<file path="src/rtl/opm_pkg.sv">
// Package opm_pkg
// Width helpers shared by the operand-matching operation memory.
// Assumes every count passed in is at least 1.
package opm_pkg;

    // Index width for n entries, never below one bit.
    function automatic int idx_w(input int n);
        return (n > 1) ? $clog2(n) : 1;
    endfunction

    // Width that holds the values 0 to n inclusive.
    function automatic int cnt_w(input int n);
        return $clog2(n + 1);
    endfunction

endpackage

</file>
<file path="src/rtl/opm_ptr_ctrl.sv">
// Module opm_ptr_ctrl
// Keeps the circular write and read pointers and the free-line count.
// A push is accepted only while a line is free; a pop is taken as given,
// since the caller only pops a present, complete head line.
module opm_ptr_ctrl
    import opm_pkg::*;
#(
    parameter int DEPTH = 8
) (
    input  logic                      clk,
    input  logic                      rst_n,
    input  logic                      push_req,
    input  logic                      pop,
    output logic                      push_acc,
    output logic [idx_w(DEPTH)-1:0]   wptr,
    output logic [idx_w(DEPTH)-1:0]   rptr,
    output logic [cnt_w(DEPTH)-1:0]   free_cnt,
    output logic                      any_free
);
    localparam int AW = idx_w(DEPTH);
    localparam int CW = cnt_w(DEPTH);
    localparam logic [AW-1:0] LAST = AW'(DEPTH - 1);

    // Accept a push only when some line is free.
    always_comb begin
        any_free = (free_cnt != '0);
        push_acc = push_req && any_free;
    end

    // Advance the write pointer on each accepted push, wrapping at the last line.
    always_ff @(posedge clk) begin
        if (!rst_n)
            wptr <= '0;
        else if (push_acc)
            wptr <= (wptr == LAST) ? '0 : wptr + 1'b1;
    end

    // Advance the read pointer on each issue, wrapping at the last line.
    always_ff @(posedge clk) begin
        if (!rst_n)
            rptr <= '0;
        else if (pop)
            rptr <= (rptr == LAST) ? '0 : rptr + 1'b1;
    end

    // Track free lines: a push takes one, a pop returns one.
    always_ff @(posedge clk) begin
        if (!rst_n)
            free_cnt <= CW'(DEPTH);
        else begin
            case ({push_acc, pop})
                2'b10:   free_cnt <= free_cnt - 1'b1;
                2'b01:   free_cnt <= free_cnt + 1'b1;
                default: free_cnt <= free_cnt;
            endcase
        end
    end

    a_r3_rptr_in_order: assert property (@(posedge clk) disable iff (!rst_n)
        pop |=> rptr == (($past(rptr) == LAST) ? '0 : $past(rptr) + 1'b1));

    a_r7_no_overflow: assert property (@(posedge clk) disable iff (!rst_n)
        (push_req && !any_free && !pop) |=> ($stable(wptr) && free_cnt == '0));

    a_r10_count_bounded: assert property (@(posedge clk) disable iff (!rst_n)
        free_cnt <= CW'(DEPTH));

endmodule

</file>
<file path="src/rtl/opm_line_store.sv">
// Module opm_line_store
// Holds per line the operation code, its operand count and one data word
// per port. Operation writes and operand writes use separate write ports,
// so both may hit the same line in one cycle. Read is a mux on rd_addr.
module opm_line_store
    import opm_pkg::*;
#(
    parameter int DEPTH = 8,
    parameter int PORTS = 2,
    parameter int DW    = 32,
    parameter int OPW   = 8
) (
    input  logic                       clk,
    input  logic                       rst_n,
    input  logic                       op_we,
    input  logic [idx_w(DEPTH)-1:0]    op_waddr,
    input  logic [OPW-1:0]             op_code,
    input  logic [cnt_w(PORTS)-1:0]    op_nargs,
    input  logic                       opnd_we,
    input  logic [idx_w(DEPTH)-1:0]    opnd_addr,
    input  logic [idx_w(PORTS)-1:0]    opnd_port,
    input  logic [DW-1:0]              opnd_data,
    input  logic [idx_w(DEPTH)-1:0]    rd_addr,
    output logic [OPW-1:0]             rd_code,
    output logic [cnt_w(PORTS)-1:0]    rd_nargs,
    output logic [PORTS*DW-1:0]        rd_data
);
    localparam int AW = idx_w(DEPTH);
    localparam int NW = cnt_w(PORTS);

    logic [OPW-1:0]      code_q  [DEPTH];
    logic [NW-1:0]       nargs_q [DEPTH];
    logic [PORTS*DW-1:0] data_q  [DEPTH];

    for (genvar l = 0; l < DEPTH; l++) begin : g_line
        // Capture the operation fields when this line is allocated.
        always_ff @(posedge clk) begin
            if (!rst_n) begin
                code_q[l]  <= '0;
                nargs_q[l] <= '0;
            end else if (op_we && op_waddr == AW'(l)) begin
                code_q[l]  <= op_code;
                nargs_q[l] <= op_nargs;
            end
        end

        for (genvar p = 0; p < PORTS; p++) begin : g_slot
            // Capture an operand addressed to this line and port.
            always_ff @(posedge clk) begin
                if (!rst_n)
                    data_q[l][p*DW +: DW] <= '0;
                else if (opnd_we && opnd_addr == AW'(l) && opnd_port == idx_w(PORTS)'(p))
                    data_q[l][p*DW +: DW] <= opnd_data;
            end
        end
    end

    // Present the line selected by the read pointer.
    always_comb begin
        rd_code  = code_q[rd_addr];
        rd_nargs = nargs_q[rd_addr];
        rd_data  = data_q[rd_addr];
    end

endmodule

</file>
<file path="src/rtl/opm_match_track.sv">
// Module opm_match_track
// Keeps a line-occupied bit and one operand-present flag per port for
// every line, and decides whether the head line may issue. Issue clears
// a line; an operand write landing in the same cycle sets its bit after
// the clear. Operation writes never touch the operand flags.
module opm_match_track
    import opm_pkg::*;
#(
    parameter int DEPTH = 8,
    parameter int PORTS = 2
) (
    input  logic                       clk,
    input  logic                       rst_n,
    input  logic                       op_we,
    input  logic [idx_w(DEPTH)-1:0]    op_waddr,
    input  logic                       opnd_we,
    input  logic [idx_w(DEPTH)-1:0]    opnd_addr,
    input  logic [idx_w(PORTS)-1:0]    opnd_port,
    input  logic                       issue,
    input  logic [idx_w(DEPTH)-1:0]    rd_addr,
    input  logic [cnt_w(PORTS)-1:0]    rd_nargs,
    output logic [DEPTH-1:0]           occ,
    output logic                       head_ready
);
    localparam int AW = idx_w(DEPTH);
    localparam int PW = idx_w(PORTS);
    localparam int NW = cnt_w(PORTS);

    logic [PORTS-1:0] flag_q [DEPTH];
    logic [PORTS-1:0] need;
    logic [PORTS-1:0] head_flags;

    for (genvar l = 0; l < DEPTH; l++) begin : g_line
        // Mark the line busy on allocation and free on issue.
        always_ff @(posedge clk) begin
            if (!rst_n)
                occ[l] <= 1'b0;
            else if (op_we && op_waddr == AW'(l))
                occ[l] <= 1'b1;
            else if (issue && rd_addr == AW'(l))
                occ[l] <= 1'b0;
        end

        for (genvar p = 0; p < PORTS; p++) begin : g_flag
            // Set on an operand arrival, clear when the line issues.
            always_ff @(posedge clk) begin
                if (!rst_n)
                    flag_q[l][p] <= 1'b0;
                else if (opnd_we && opnd_addr == AW'(l) && opnd_port == PW'(p))
                    flag_q[l][p] <= 1'b1;
                else if (issue && rd_addr == AW'(l))
                    flag_q[l][p] <= 1'b0;
            end
        end

        a_r8_flags_cleared: assert property (@(posedge clk) disable iff (!rst_n)
            (issue && rd_addr == AW'(l) && !(opnd_we && opnd_addr == AW'(l)))
            |=> flag_q[l] == '0);

        a_r9_same_cycle_kept: assert property (@(posedge clk) disable iff (!rst_n)
            (op_we && opnd_we && op_waddr == AW'(l) && opnd_addr == AW'(l))
            |=> (occ[l] && flag_q[l][$past(opnd_port)]));
    end

    // Ports below the operand count are the ones that gate issue.
    for (genvar p = 0; p < PORTS; p++) begin : g_need
        assign need[p] = (NW'(p) < rd_nargs);
    end

    // Head issues when occupied and every needed port holds an operand.
    always_comb begin
        head_flags = flag_q[rd_addr];
        head_ready = occ[rd_addr] && ((head_flags | ~need) == '1);
    end

    a_r5_issue_only_occupied: assert property (@(posedge clk) disable iff (!rst_n)
        issue |-> occ[rd_addr]);

endmodule

</file>
<file path="src/rtl/opnd_match_mem.sv">
// Module opnd_match_mem
// Input-side operation memory of a functional unit. Operations are written
// in order at a circular pointer, operands fill lines by operation address
// and port in any order, and the head line issues once its needed operands
// are present. Assumes operands only target lines holding an operation, or
// the line being allocated in the same cycle.
module opnd_match_mem
    import opm_pkg::*;
#(
    parameter int DEPTH = 8,
    parameter int PORTS = 2,
    parameter int DW    = 32,
    parameter int OPW   = 8
) (
    input  logic                       clk,
    input  logic                       rst_n,
    input  logic                       op_wr_en,
    input  logic [OPW-1:0]             op_wr_code,
    input  logic [cnt_w(PORTS)-1:0]    op_wr_nargs,
    output logic [idx_w(DEPTH)-1:0]    op_wr_addr,
    output logic                       line_free,
    output logic [cnt_w(DEPTH)-1:0]    free_count,
    input  logic                       opnd_wr_en,
    input  logic [idx_w(DEPTH)-1:0]    opnd_wr_addr,
    input  logic [idx_w(PORTS)-1:0]    opnd_wr_port,
    input  logic [DW-1:0]              opnd_wr_data,
    input  logic                       iss_ready,
    output logic                       iss_valid,
    output logic [idx_w(DEPTH)-1:0]    iss_addr,
    output logic [OPW-1:0]             iss_code,
    output logic [cnt_w(PORTS)-1:0]    iss_nargs,
    output logic [PORTS*DW-1:0]        iss_data
);
    localparam int AW = idx_w(DEPTH);
    localparam int CW = cnt_w(DEPTH);

    logic             push_acc;
    logic             pop;
    logic             head_ready;
    logic [AW-1:0]    wptr;
    logic [AW-1:0]    rptr;
    logic [DEPTH-1:0] occ;

    // An issue happens when the head is complete and the consumer accepts.
    always_comb begin
        iss_valid = head_ready;
        pop       = head_ready && iss_ready;
        iss_addr  = rptr;
        op_wr_addr = wptr;
    end

    opm_ptr_ctrl #(.DEPTH(DEPTH)) u_ptr (
        .clk      (clk),
        .rst_n    (rst_n),
        .push_req (op_wr_en),
        .pop      (pop),
        .push_acc (push_acc),
        .wptr     (wptr),
        .rptr     (rptr),
        .free_cnt (free_count),
        .any_free (line_free)
    );

    opm_line_store #(.DEPTH(DEPTH), .PORTS(PORTS), .DW(DW), .OPW(OPW)) u_store (
        .clk       (clk),
        .rst_n     (rst_n),
        .op_we     (push_acc),
        .op_waddr  (wptr),
        .op_code   (op_wr_code),
        .op_nargs  (op_wr_nargs),
        .opnd_we   (opnd_wr_en),
        .opnd_addr (opnd_wr_addr),
        .opnd_port (opnd_wr_port),
        .opnd_data (opnd_wr_data),
        .rd_addr   (rptr),
        .rd_code   (iss_code),
        .rd_nargs  (iss_nargs),
        .rd_data   (iss_data)
    );

    opm_match_track #(.DEPTH(DEPTH), .PORTS(PORTS)) u_track (
        .clk        (clk),
        .rst_n      (rst_n),
        .op_we      (push_acc),
        .op_waddr   (wptr),
        .opnd_we    (opnd_wr_en),
        .opnd_addr  (opnd_wr_addr),
        .opnd_port  (opnd_wr_port),
        .issue      (pop),
        .rd_addr    (rptr),
        .rd_nargs   (iss_nargs),
        .occ        (occ),
        .head_ready (head_ready)
    );

    a_r7_no_overwrite: assert property (@(posedge clk) disable iff (!rst_n)
        push_acc |-> !occ[wptr]);

    a_r10_count_consistent: assert property (@(posedge clk) disable iff (!rst_n)
        (CW'($countones(occ)) + free_count) == CW'(DEPTH));

    a_r11_hold_when_stalled: assert property (@(posedge clk) disable iff (!rst_n)
        (iss_valid && !iss_ready) |=> (iss_valid && $stable(iss_addr) && $stable(iss_code)));

endmodule

</file>
<file path="config.mk">
export PLATFORM = sky130hd
export DESIGN_NAME = opnd_match_mem
export DESIGN_NICKNAME = d
export VERILOG_FILES = /design/src/rtl/opm_pkg.sv /design/src/rtl/opm_ptr_ctrl.sv /design/src/rtl/opm_line_store.sv /design/src/rtl/opm_match_track.sv /design/src/rtl/opnd_match_mem.sv
export SDC_FILE = /design/constraint.sdc
export NUM_CORES = 1
export LEC_CHECK = 0
export BUFFER_PORTS_ARGS = -buffer_cell sky130_fd_sc_hd__buf_4
export CORE_ASPECT_RATIO = 0.7
export CORE_MARGIN = 2
export CORE_UTILIZATION = 40
export CTS_BUF_LIST = sky130_fd_sc_hd__clkbuf_8
export CTS_CLUSTER_DIAMETER = 40
export CTS_CLUSTER_SIZE = 20
export DETAILED_ROUTE_END_ITERATION = 10
export GPL_ROUTABILITY_DRIVEN = 0
export PLACE_DENSITY = 0.53
export SLEW_MARGIN = 15
export SYNTH_ARGS = -nofsm -noshare
export SYNTH_HDL_FRONTEND = slang
export SYNTH_HIERARCHICAL = 1
export SYNTH_SLANG_ARGS = --single-unit
</file>
<file path="constraint.sdc">
create_clock -name clk -period 6.1 [get_ports clk]
set_input_delay 1.22 -clock clk [delete_from_list [all_inputs] [get_ports clk]]
set_output_delay 1.22 -clock clk [all_outputs]
set_load 0.05 [all_outputs]
</file>
# Word-level counts from Yosys, hierarchy flattened
# Memories as Yosys holds them, arrays and structs flattened. A register that Yosys moved wholly into a read port is not among the register bits.
# Index checks and enable logic that the tools add are counted.
[word_totals] regBits=18 latch_bits=0 ram_bits=608 rom_bits=0 in_bits=51 out_inout_bits=86 wordCells=391 mem_count=4
[memory_table] memory="u_store.data_q" depth=8 word_bits=64 read_ports=1 rd_ports_with_merged_regs=1 write_ports=8 line_no="opm_line_store.sv:33" source="logic [PORTS*DW-1:0] data_q [DEPTH];"
[memory_table] memory="u_store.code_q" depth=8 word_bits=8 read_ports=1 rd_ports_with_merged_regs=1 write_ports=8 line_no="opm_line_store.sv:31" source="logic [OPW-1:0] code_q [DEPTH];"
[memory_table] memory="u_store.nargs_q" depth=8 word_bits=2 read_ports=1 rd_ports_with_merged_regs=1 write_ports=8 line_no="opm_line_store.sv:32" source="logic [NW-1:0] nargs_q [DEPTH];"
[memory_table] memory="u_track.flag_q" depth=8 word_bits=2 read_ports=1 rd_ports_with_merged_regs=1 write_ports=8 line_no="opm_match_track.sv:29" source="logic [PORTS-1:0] flag_q [DEPTH];"
[op_classes] add_sub_neg=4 multipliers=0 div=0 magnitude_cmp=3 n_eq_ne=24 n_shift=0 n_mux=222 bitwise=67 n_reduce_logical=56
[ops] operator="32-bit 2-to-1 mux" n=16
[ops] operator="1-bit 2-to-1 mux" n=178
[ops] operator="8-bit 2-to-1 mux" n=8
[ops] operator="1-bit bitwise OR" n=64
[ops] operator="1-bit logical AND" n=43
[ops] operator="3-bit == test (second input constant)" n=12
[ops] operator="3-bit 2-to-1 mux" n=10
[ops] operator="3-bit by 2-bit == test with 1-bit output (second input constant)" n=6
[ops] operator="2-bit nonzero test" n=9
[ops] operator="2-bit 2-to-1 mux" n=8
[ops] operator="3-bit by 1-bit == test with 1-bit output (second input constant)" n=3
[ops] operator="3-bit zero test" n=3
[ops] operator="4-bit case mux with 2 select lines" n=1
[ops] operator="3-bit by 1-bit adder with 3-bit output (second input constant)" n=2
[ops] operator="4-bit by 1-bit adder with 4-bit output (second input constant)" n=1
[ops] operator="2-bit == test (second input constant)" n=2
[ops] operator="1-bit by 2-bit less-than comparator with 1-bit output (first input constant)" n=2
[ops] operator="3-bit by 4-bit less-than comparator with 1-bit output (second input constant)" n=1
[ops] operator="4-bit nonzero test" n=1
[ops] operator="4-bit by 1-bit subtractor with 4-bit output (second input constant)" n=1
[ops] operator="1-bit binary-select mux with 3-bit select" n=1
[ops] operator="2-bit by 1-bit == test with 1-bit output (second input constant)" n=1
[ops] operator="2-bit NOT" n=1
[ops] operator="2-bit bitwise OR" n=1
[ops] operator="1-bit NOT" n=1

# Logic depth before layout (Yosys ltp)
# Gate-level depths: netlist (run 1).
[depth] word_depth=12 mapped_depth=17 depth_no_buf=14

# Hierarchy
# Netlist (run 1), hierarchy kept.
[modules_own_cells] mod="opm_line_store" n_inst=1 cells_each=1697 area_each_um2=26191.4 seq_area_each_um2=17777.0
[modules_own_cells] mod="opm_match_track" n_inst=1 cells_each=138 area_each_um2=1320.0 seq_area_each_um2=630.6
[modules_own_cells] mod="opm_ptr_ctrl" n_inst=1 cells_each=56 area_each_um2=564.3 seq_area_each_um2=200.2
[modules_own_cells] mod="opnd_match_mem" n_inst=1 cells_each=1 area_each_um2=6.3 seq_area_each_um2=0.0

# Worst setup path before layout (run 1)
# OpenSTA, ideal clock, no wires.
[synth_timing] path_kind="register to register" startpoint="register u_ptr.rptr[0]" endpoint="register u_ptr.free_cnt[3]" setup_ps=121 t_arrival_ps=4773 required_ps=5979 path_slack_ps=1207 path_stages_with_launch=18 path_buffers=3 period_less_slack_ps=4893 cell_sequence="dfxtp_1 clkbuf_1 buf_6 buf_6 mux4_2 mux2_2 nor2_1 a211oi_1 o32ai_1 a32o_1 and2_1 ha_1 inv_1 ha_1 a21oi_1 a211oi_1 a31oi_1 mux2_2"
[synth_between] elab_chain_cells=6 word_cells_on_any_way=8 classes_between="2 x eq/ne; 3 x mux; 3 x reduce/logical"
[synth_rtl] element="from (decl)" line_no="opm_ptr_ctrl.sv:16" source="output logic [idx_w(DEPTH)-1:0] rptr,"
[synth_rtl] element="from (signal assigned)" line_no="opm_ptr_ctrl.sv:43" source="rptr <= (rptr == LAST) ? '0 : rptr + 1'b1;"
[synth_rtl] element="1-bit binary-select mux with 3-bit select *" line_no="opm_match_track.sv:73" source="head_ready = occ[rd_addr] && ((head_flags | ~need) == '1);"
[synth_rtl] element="1-bit 2-to-1 mux (implied by the code) *" line_no="opm_match_track.sv:73"
[synth_rtl] element="1-bit logical AND *" line_no="opm_match_track.sv:73"
[synth_rtl] element="via iss_valid" line_no="opnd_match_mem.sv:28" source="output logic iss_valid,"
[synth_rtl] element="1-bit logical AND *" line_no="opnd_match_mem.sv:47" source="pop = head_ready && iss_ready;"
[synth_rtl] element="via pop" line_no="opnd_match_mem.sv:38" source="logic pop;"
[synth_rtl] element="2-bit by 1-bit == test with 1-bit output or 2-bit == test (tied branches)" line_no="opm_ptr_ctrl.sv:51" source="case ({push_acc, pop})"
[synth_rtl] element="4-bit case mux with 2 select lines or 2-bit nonzero test (tied branches)"
[synth_rtl] element="to (signal assigned)" line_no="opm_ptr_ctrl.sv:52" source="2'b10: free_cnt <= free_cnt - 1'b1;"
[synth_rtl] element="to (signal assigned)" line_no="opm_ptr_ctrl.sv:53" source="2'b01: free_cnt <= free_cnt + 1'b1;"
[synth_rtl] element="to (signal assigned)" line_no="opm_ptr_ctrl.sv:54" source="default: free_cnt <= free_cnt;"
[synth_rtl] element="to (decl)" line_no="opm_ptr_ctrl.sv:17" source="output logic [cnt_w(DEPTH)-1:0] free_cnt,"
# The timed path passes the listed nets; every way through them passes the cells marked *. The select of a mux whose other input is x is not followed.
# A chain may end at the register's enable or synchronous reset.

==> metrics.md, run 1 <==
| Metric | Value |
|---|---|
| Status | `completed` |
| I/O Pins | `137` |
| Setup CP Type | `reg -> out` |
| Pint | `7.17 mW` |
| Setup crit end kind | `output port` |
| Final Hold Fails | `0` |
| Final hold slack | `0.453 ns` |
| Post CTS Setup Buffer Count | `0` |
| CTS tree | `built` |
| Register area share after synthesis | `0.663` |
| FMAX | `0.203 GHz` |
| IO Port Bufs | `136` |
| Number of global-route vias before repair | `between 15,000 and 20,000` |
| Largest net degree at the start of global routing | `132` |
| Synth Area in XOR/XNOR | `0.000624` |
| Worst min path class | `reg -> reg` |
| Number of vias per cell | `5.81` |
| CP Launch Type | `flip-flop` |
| Die Ht | `approximately 230 um` |
| Cts repair resizes | `0` |
| Fin. max-slew vios | `0` |
| Primary FF master, synth | `edfxtp_1` |
| Pre-Repair DR Iteration Count | `5` |
| Initial Util | `0.403` |
| Post-synthesis area per instance | `roughly 15 um^2` |
| Most frequent CP cell | `buf_4` |
| Clock power frac | `0.334` |
| CP top delay family | `buffers and inverters` |
| Syn nets | `1,951` |
| Worst reg-to-reg setup slack | `roughly 1.9 ns` |
| Max stage delay on crit path | `0.74 ns` |
| First-pass GRT wire length | `114,000 um` |
| Clk_lat worst skew | `0.68 ns` |
| Largest fanout on the critical path | `39` |
| Most frequent cells in the layout | `edfxtp_1 (607), nor3_1 (592), buf_4 (178), mux4_2 (149), clkbuf_8 (86)` |
| P_leak | `9.67 nW` |
| Detail Placement HPWL | `40,000 um` |
| Worst Clk Skew | `0.0276 ns` |
| Yosys cell types | `44` |
| Share of cells above drive strength 1 | `0.284` |
| EDFF count, synth | `607` |
| Max-slew headroom | `0.238` |
| Die area | `0.0724 mm^2` |
| Slowest CP cell | `buf_4` |
| Nets | `2,002` |
| Switching pwr | `a little under 3 mW` |
| Clock sink total | `626` |
| PwrDens | `318 mW/mm^2` |
| Htree depth | `3` |
| Final WL | `75,400 um` |
| Most common cell after layout, fill and taps aside | `edfxtp_1` |
| Root Buffer | `clkbuf_8` |
| All-Layer GR Usage | `0.211` |
| Gr ovfl total | `0` |
| Area grow syn2layout | `12.7%` |
| Share of synthesized registers carrying an async set or reset | `0` |
| Critical Path, Cell by Cell | `buf_4, buf_4, mux4_2, mux2_2, buf_4` |
| Horiz. Die Dim | `321 um` |
| Fillers | `6,134` |
| DRT antenna net count | `0` |
| Initial antenna violation count | `2` |
| Rows | `81` |
| Final worst path period share | `0.808` |
| Post-Synthesis Cells | `1,892` |
| Area share of and/or/nand/nor cells after synthesis | `0.124` |
| Core Box Area | `a little under 0.07 mm^2` |
| Reg power frac | `0.506` |
| Mux cell area share after synthesis | `0.153` |
| Critical Path RT | `4.88 ns` |
| # hold bufs at CTS | `0` |
| Max-cap viol count | `0` |
| Complex-gate fraction of the synthesized area | `0.0171` |
| Switch share | `0.287` |
| CTS max path bufs | `3` |
| Min Tclk post-route | `4.93 ns` |
| Setup-failing EPs final | `0` |
| # DRC | `0` |
| Clock slew at reported path FFs | `0.06 ns` |
| Worst-Margin Slew | `1.14 ns` |
| Worst vdd ir | `between 0.15 and 0.2 mV` |
| Comb pwr share | `0.159` |
| Flops & latches, synth | `about 630` |
| Setup TNS | `0 ns` |
| Vias | `17,000` |
| WP buf/inv | `3` |
| Warnings, synthesis | `6` |
| Crit path DAT | `~3.7 ns` |
| Adder-cell area share of the yosys netlist | `0.00383` |
| Wire length per cell | `25.8 um` |
| Mapped Area | `0.0281 mm^2` |
| Main combinational cell family by area after synthesis | `multiplexers` |
| Num CTS Buffers | `82` |
| RSZ-0062 raised after global routing | `no` |
| DRT iter0 DRCs | `approximately 1,400` |
through the flow:
stage	worst slack [ns]	utilization	instance area [um^2]	instances	power, mW
finish	1.17	0.455	31600	2923	10.1
global route	0.872	0.455	31600	2923	10.4
CTS	1.02	0.454	31600	2921	10.2
detailed placement	1.76	0.430	29900	2772	6.81
global placement	1.78	0.430	29900	2772	6.79
floorplan	1.21	-	28100	1892	6.31
cells by family after synthesis:
family,after synthesis
xor gates and xnor gates,2
AOI/OAI and AO/OA,76
adders and majority gates,8
and+or+nand+nor,689
DFF,626
buffers and inverters,258
muxes,233
area by class of cell:
class,instances,area (um^2),share of cell area
Antenna cell,2,5.00,0.000158
Clock buffer,86,1180,0.0374
Clock inverter,63,554,0.0175
Inverter,44,165,0.00522
Multi-Input combinational cell,1008,8580,0.271
Sequential cell,626,18600,0.588
Tap cell,913,1140,0.0361
Timing Repair Buffer,181,1400,0.0441
power groups by stage:
stage / logic (mW) / registers [mW] / clock network [mW]
after detailed placement: 1.62 / 5.19 / 0
final: 1.60 / 5.09 / 3.36
after global routing: 1.70 / 5.12 / 3.59
after CTS: 1.62 / 5.09 / 3.44
after global placement: 1.61 / 5.18 / 0
after floorplan: 1.10 / 5.20 / 0
worst paths after layout:
path | from | depth (start not counted) | endpoint
worst max-delay path | u_ptr/rptr[0] | 5 | iss_data[16]
worst max register to register | u_ptr/rptr[0] | 14 | u_ptr/free_cnt[3]
worst min-delay path | u_track/flag_q[4][0] | 2 | u_track/flag_q[4][0]
worst min register to register | u_track/flag_q[4][0] | 2 | u_track/flag_q[4][0]
tightest hold or removal path: cells and delay by family, from the launching register on:
family          cells  cell delay, ns
flops               1            0.31
simple gates        1            0.05
compound gates      1            0.06
per-layer routing:
metal | share of wire | wire (um) | GRT usage | up-vias
li1 | - | - | - | 7531
met1 | 0.45 | 34100 | 0.299 | 8760
met2 | 0.46 | 35100 | 0.333 | 593
met3 | 0.061 | 4580 | 0.0378 | 107
met4 | 0.022 | 1680 | 0.0603 | 0
met5 | 0 | 0 | 0 | -
flip-flops by register name, indices dropped and copies added (netlist names):
| name | flops |
|---|---|
| u_store/data_q | 512 |
| u_store/code_q | 64 |
| u_store/nargs_q | 16 |
| u_track/flag_q | 16 |
| u_track/occ | 8 |
| u_ptr/free_cnt | 4 |
| u_ptr/rptr | 3 |
| u_ptr/wptr | 3 |
Yosys cell counts (2+ instances only):
cell | instances | area (um^2)
clkinv_1 | 10 | 37.5
nor2_1 | 22 | 82.6
nor3b_1 | 2 | 15.0
edfxtp_1 | 607 | 18200
mux2i_1 | 9 | 90.1
buf_1 | 12 | 45.0
a21oi_1 | 2 | 10.0
nand2b_1 | 12 | 75.1
a22o_1 | 2 | 17.5
a31oi_1 | 3 | 18.8
o31a_1 | 2 | 17.5
inv_1 | 34 | 128
a21boi_2 | 3 | 33.8
o211ai_1 | 2 | 15.0
mux2_2 | 75 | 845
o21a_1 | 6 | 45.0
a211o_1 | 2 | 17.5
nor3_1 | 592 | 2960
a211oi_1 | 2 | 15.0
buf_2 | 10 | 50.1
ha_1 | 7 | 87.6
clkbuf_1 | 176 | 661
and2_1 | 4 | 25.0
nor2b_1 | 9 | 56.3
or2_2 | 3 | 18.8
nand3b_1 | 6 | 45.0
mux4_2 | 149 | 3360
a21o_1 | 2 | 15.0
nand3_1 | 12 | 60.1
xnor2_1 | 2 | 17.5
o21ai_0 | 45 | 225
a32o_1 | 4 | 40.0
nand2_1 | 20 | 75.1
dfxtp_1 | 19 | 380
buf_6 | 16 | 180
Note: power is estimated with default switching activity, not from simulation.
==> run 2: changes to the inputs <==
Settings changed: ABC_AREA set to 1, PLACE_DENSITY 0.53 to 0.55.
Clock period 6.1 ns to 4.3 ns, I/O delays scaled along.
==> run 2 against run 1 <==
Combinational power up 86%. Final cell count increased by 66%. Cell area rose by 10%. Power rose by 53%. Critical path depth increased by 2. Sequential share of layout area fell by 5.4 points. Non-clock buffer count rose by 1. Synthesized cell count increased by 94%. Setup slack got worse by 0.78 ns. Flip-flop and latch count did not move. Critical path type unchanged. Largest cell class unchanged. Largest power group unchanged. Highest routed layer unchanged.
==> metrics.md, run 2 <==
| Metric | Value |
|---|---|
| Wire length per cell | `17.9 um` |
| DRT antenna net count | `0` |
| Clock sink total | `626` |
| Largest fanout on the critical path | `59` |
| # DRC | `0` |
| Path depth of the worst reg2reg path | `21` |
| Initial antenna violation count | `0` |
| Most frequent cells in the layout | `nand2_1 (1,061), inv_1 (687), nor2_1 (644), edfxtp_1 (607), nand3_1 (344)` |
| Top Registers | `u_store/data_q (512), u_store/code_q (64)` |
| Non-Filler Instances | `4,861` |
| Critical Path, Cell by Cell | `inv_6, buf_4, nand3_1, nand2_1, nand2_1, nand2_1, buf_4` |
| Flops & latches, synth | `626` |
| Antenna Cells | `0` |
| Worst Clk Skew | `0.0356 ns` |
| Setup crit end kind | `output port` |
| Vias | `between 20,000 and 25,000` |
| CP top delay family | `buffers and inverters` |
| Yosys cell types | `30` |
| Setup-failing EPs final | `0` |
| Number of global-route vias before repair | `between 20,000 and 25,000` |
| Biggest register | `u_store/data_q` |
| Primary FF master, synth | `edfxtp_1` |
| Min Tclk post-route | `3.91 ns` |
| Clk_lat worst skew | `0.74 ns` |
| PwrDens | `between 400 and 500 mW/mm^2` |
| Warnings, synthesis | `6` |
| Setup CP Type | `reg -> out` |
| Setup crit start | `u_ptr/rptr[1]` |
| Post-synthesis area per instance | `8.47 um^2` |
| P_leak | `16.5 nW` |
| Worst reg-to-reg setup slack | `1.01 ns` |
| Post-Synthesis Cells | `3,669` |
| Critical Path RT | `3.44 ns` |
| DRT iter0 DRCs | `roughly 2,000` |
| Slowest CP cell | `buf_4` |
| Hold-critical path depth | `2` |
| Nets | `around 3,800` |
| Number of vias per cell | `4.74` |
| IO Port Bufs | `136` |
| Final WL | `87,200 um` |
| Post CTS Setup Buffer Count | `0` |
| Ranking of synthesized cells by area | `edfxtp_1 (59%), nand2_1 (13%), inv_1 (8.3%)` |
| Register area share after synthesis | `0.599` |
| Max-slew headroom | `0.284` |
| Final hold slack | `0.456 ns` |
| Detail Placement HPWL | `48,000 um` |
| Largest area contributor in the synthesized netlist | `edfxtp_1` |
| Initial Util | `0.404` |
| Place WS | `about 1.1 ns` |
| R2R Path Start | `u_ptr/rptr[1]` |
| Rows | `85` |
| Top-count cell post-synth | `nand2_1` |
| Placed insts | `~4,700` |
| RSZ-0062 raised after global routing | `no` |
| Status | `completed` |
| Area grow syn2layout | `12.1%` |
| Final Hold Fails | `0` |
| Share of cells above drive strength 1 | `0.107` |
| Setup TNS | `0 ns` |
| Syn nets | `between 3,000 and 4,000` |
| Crit path depth | `7` |
| CTS tree | `built` |
| Most common cell after layout, fill and taps aside | `nand2_1` |
| Horiz. Die Dim | `~340 um` |
| Max-cap viol count | `0` |
| Post-synth top cells | `nand2_1 (1,077), inv_1 (683), nor2_1 (644), edfxtp_1 (607), nand3_1 (344)` |
| Gr ovfl total | `0` |
| CP Launch Type | `flip-flop` |
| Reg2reg end | `u_ptr/free_cnt[3]` |
| Root Buffer | `clkbuf_8` |
| Worst min path class | `reg -> reg` |
| # hold bufs at CTS | `0` |
| Clock slew at reported path FFs | `0.07 ns` |
| Core Box Area | `slightly below 0.08 mm^2` |
| Fillers | `7,508` |
| Fin. max-slew vios | `0` |
| Final Power | `15.4 mW` |
| Htree depth | `3` |
| Most frequent CP cell | `nand2_1` |
| Largest net degree at the start of global routing | `150` |
| Mapped Area | `~0.031 mm^2` |
| Number of flip-flops in the largest register | `512` |
| First-pass GRT wire length | `133,000 um` |
| CP Capture Point | `iss_data[27]` |
| Pre-Repair DR Iteration Count | `5` |
| Die area | `0.0799 mm^2` |
| Die Ht | `237 um` |
| EDFF count, synth | `a little over 600` |
| Final setup margin | `0.389 ns` |
| Worst-Margin Slew | `1.07 ns` |
| Synth top area share | `0.587` |
| Worst vdd ir | `0.198 mV` |
| WP buf/inv | `3` |
| Max stage delay on crit path | `about 0.73 ns` |
| I/O Pins | `137` |
| Share of synthesized registers carrying an async set or reset | `0` |
| CTS max path bufs | `3` |
| Cts repair resizes | `0` |
| Crit path DAT | `3.05 ns` |
| Final worst path period share | `0.910` |
| Num CTS Buffers | `93` |
| FMAX | `0.256 GHz` |
| All-Layer GR Usage | `0.220` |
run 2: layout make-up:
class / count / area (um^2) / share of cell area
Timing Repair Buffer: 182 / 1430 / 0.0410
Sequential cell: 626 / 18600 / 0.535
Clock buffer: 95 / 1310 / 0.0375
Tap cell: 1044 / 1310 / 0.0375
Clock inverter: 79 / 674 / 0.0194
Inverter: 690 / 2610 / 0.0748
Multi-Input combinational cell: 2145 / 8890 / 0.255
run 2: worst min-delay path by stage:
stage                               from        endpoint
after detailed placement  u_track/occ[3]  u_track/occ[3]
after global placement    u_track/occ[5]  u_track/occ[5]
after floorplan           u_track/occ[5]  u_track/occ[5]
after CTS                       op_wr_en   u_ptr/wptr[2]
after global routing            op_wr_en   u_ptr/wptr[2]
final                     u_track/occ[5]  u_track/occ[5]
run 2: cells by family (layout without fill, tap and decap cells):
group	count (synthesis)	in the layout	synth area share
buffers and inverters	898	1046	0.116
AO/OA/AOI/OAI	25	25	0.00443
XOR/XNOR	1	1	0.000282
AND/OR/NAND/NOR	2111	2111	0.277
flip-flops	626	626	0.599
adder cells (fa/ha/maj)	8	8	0.00346
run 2: worst reg2reg max path: stages (launching register included):
cell	delay, ns
dfxtp_4	0.53
inv_6	0.23
nand3_1	0.18
nand2_1	0.05
nand2_1	0.05
nand2_1	0.15
or2_2	0.35
nand2_1	0.07
inv_1	0.04
nand2_1	0.06
nand3_1	0.07
nand2_1	0.08
nand2_1	0.05
inv_1	0.13
ha_1	0.20
inv_1	0.10
ha_1	0.31
or2_2	0.31
nand2_1	0.07
nand2_1	0.04
nand3_1	0.06
nand2_1	0.05
run 2: metal layers:
metal,global-route usage,share of wire,up-vias
li1,-,-,11400
met1,0.327,0.47,10900
met2,0.335,0.44,687
met3,0.0381,0.068,110
met4,0.0521,0.017,0
met5,0,0,-
run 2: where the power goes:
group	internal [mW]	switching [mW]	leakage [nW]
clock network	2.44	2.79	1.03
logic	0.759	2.21	9.44
registers	7.06	0.145	6.04
total	10.3	5.14	16.5
run 2: metrics by stage:
step | cell area [um^2] | utilization
floorplan | 31100 | -
global placement | 32800 | 0.427
detailed placement | 32800 | 0.427
CTS | 34800 | 0.453
global route | 34800 | 0.453
finish | 34800 | 0.453
==> run 3: changes to the inputs <==
Settings changed: BUFFER_PORTS_ARGS -buffer_cell sky130_fd_sc_hd__buf_4 to -buffer_cell sky130_fd_sc_hd__buf_2.
==> run 3 against run 2 <==
Clock skew down 0.016 ns. Critical path depth stayed put. Cell area decreased by 1.3%. Final cell count decreased by 0.37%. Combinational power decreased by 5%. Via count fell by 1.0%. Register-to-register slack lost 0.06 ns. Clock power barely moved. Worst hold slack improved by 0.0093 ns. Highest routed layer unchanged.
==> metrics.md, run 3 (synthesized netlist as in run 2, its figures left out) <==
| Metric | Value |
|---|---|
| Most common cell after layout, fill and taps aside | `nand2_1` |
| Critical Path RT | `3.44 ns` |
| Critical Path, Cell by Cell | `buf_4, buf_4, nand3_1, nand2_1, nand2_1, nand2_1, buf_2` |
| Clock slew at reported path FFs | `0.08 ns` |
| Top Registers | `u_store/data_q (512), u_store/code_q (64)` |
| Setup-failing EPs final | `0` |
| Gr ovfl total | `0` |
| Worst min path class | `reg -> reg` |
| Setup CP Type | `reg -> out` |
| Setup crit end kind | `output port` |
| Final Hold Fails | `0` |
| Place WS | `0.975 ns` |
| Slowest CP cell | `buf_4` |
| P_leak | `16.3 nW` |
| All-Layer GR Usage | `0.216` |
| Initial antenna violation count | `1` |
| Area grow syn2layout | `10.7%` |
| Largest net degree at the start of global routing | `152` |
| Post CTS Setup Buffer Count | `0` |
| DRT antenna net count | `0` |
| Pre-Repair DR Iteration Count | `8` |
| Min Tclk post-route | `3.94 ns` |
| Number of flip-flops in the largest register | `512` |
| Core Box Area | `0.0769 mm^2` |
| WP buf/inv | `3` |
| FMAX | `0.254 GHz` |
| Number of global-route vias before repair | `21,400` |
| CP Launch Type | `flip-flop` |
| # hold bufs at CTS | `0` |
| Die Ht | `237 um` |
| PwrDens | `444 mW/mm^2` |
| IO Port Bufs | `136` |
| Vias | `22,800` |
| Worst vdd ir | `0.231 mV` |
| Num CTS Buffers | `between 80 and 90` |
| Fin. max-slew vios | `0` |
| Max stage delay on crit path | `0.65 ns` |
| Rows | `85` |
| First-pass GRT wire length | `131,000 um` |
| Fillers | `7,616` |
| Status | `completed` |
| Number of vias per cell | `4.71` |
| CP top delay family | `buffers and inverters` |
| Final WL | `86,300 um` |
| # DRC | `0` |
| Wire length per cell | `17.8 um` |
| CTS max path bufs | `3` |
| Crit path DAT | `3.08 ns` |
| Nets | `~3,800` |
| Final setup margin | `roughly 0.36 ns` |
| Cts repair resizes | `0` |
| Root Buffer | `clkbuf_8` |
| Setup TNS | `0 ns` |
| CTS tree | `built` |
| Die area | `approximately 0.080 mm^2` |
| Horiz. Die Dim | `337 um` |
| RSZ-0062 raised after global routing | `no` |
| Fin util | `0.447` |
| DRT iter0 DRCs | `1,860` |
| Max-slew headroom | `0.204` |
| Worst-Margin Slew | `1.19 ns` |
| Clk_lat worst skew | `0.74 ns` |
| Clock sink total | `626` |
| Initial Util | `0.404` |
| I/O Pins | `137` |
| Final worst path period share | `0.917` |
| Htree depth | `3` |
| Most frequent cells in the layout | `nand2_1 (1,061), inv_1 (687), nor2_1 (644), edfxtp_1 (607), nand3_1 (344)` |
| Most frequent CP cell | `nand2_1` |
| Max-cap viol count | `0` |
| Worst Clk Skew | `0.0198 ns` |
| Biggest register | `u_store/data_q` |
| Detail Placement HPWL | `47,300 um` |
| Largest fanout on the critical path | `48` |
| Share of cells above drive strength 1 | `0.102` |
## run 3: changes by cell type in the layout (fill, tap and decap cells not counted), sizes merged
| cell | before | now |
|---|---|---|
| inv | 728 | 713 |
| clkinvlp | 5 | 14 |
| buf | 182 | 175 |
| clkbuf | 95 | 88 |
| bufinv | 3 | 9 |
| clkinv | 33 | 28 |
| diode | 0 | 1 |
## run 3: final timing paths
kind | startpoint | slack [ns] | cells after the start | to
setup / recovery | u_ptr/rptr[1] | 0.36 | 7 | iss_data[21]
hold / removal | u_track/occ[3] | 0.47 | 2 | u_track/occ[3]
setup reg to reg | u_ptr/rptr[0] | 0.95 | 21 | u_ptr/free_cnt[3]
hold reg to reg | u_track/occ[3] | 0.47 | 2 | u_track/occ[3]
## run 3: worst register-to-register path, delay by kind of cell, from the launching register on
| kind | cells | cell delay (ns) |
|---|---|---|
| AND/OR/NAND/NOR | 16 | 1.70 |
| flip-flops | 1 | 0.76 |
| adder cells (fa/ha/maj) | 2 | 0.51 |
| buffers and inverters | 3 | 0.28 |
## run 3: report_power, final
group          total [mW]  internal (mW)  switching, mW
Clock                5.24           2.58           2.66
Combinational        2.82          0.624           2.20
Sequential           7.21           7.07          0.143
## run 3: cell type report
type	instances	area (um^2)	area share
sequential	626	18600	0.541
clock inverter	74	724	0.0211
inverter	690	2610	0.0758
clock buffer	88	1210	0.0352
tap	1044	1310	0.0380
multi-input combinational	2145	8890	0.258
antenna	1	2.50	0.0000728
timing repair buffer	175	1040	0.0301
## run 3: per-stage QoR
| stage | total power, mW | cells | hold slack, ns | cell area [um^2] |
|---|---|---|---|---|
| after CTS | 15.4 | 4842 | 0.433 | 34400 |
| after global routing | 15.9 | 4843 | 0.475 | 34400 |
| after global placement | 10.2 | 4680 | 0.444 | 32500 |
| after floorplan | 9.35 | 3669 | 0.420 | 31100 |
| after detailed placement | 10.2 | 4680 | 0.454 | 32500 |
| final | 15.3 | 4843 | 0.465 | 34400 |
## run 3: per-layer routing
metal	wire length (um)	GRT usage
met5	0	0
met4	1590	0.0506
met3	5460	0.0405
met2	37700	0.331
met1	41500	0.316
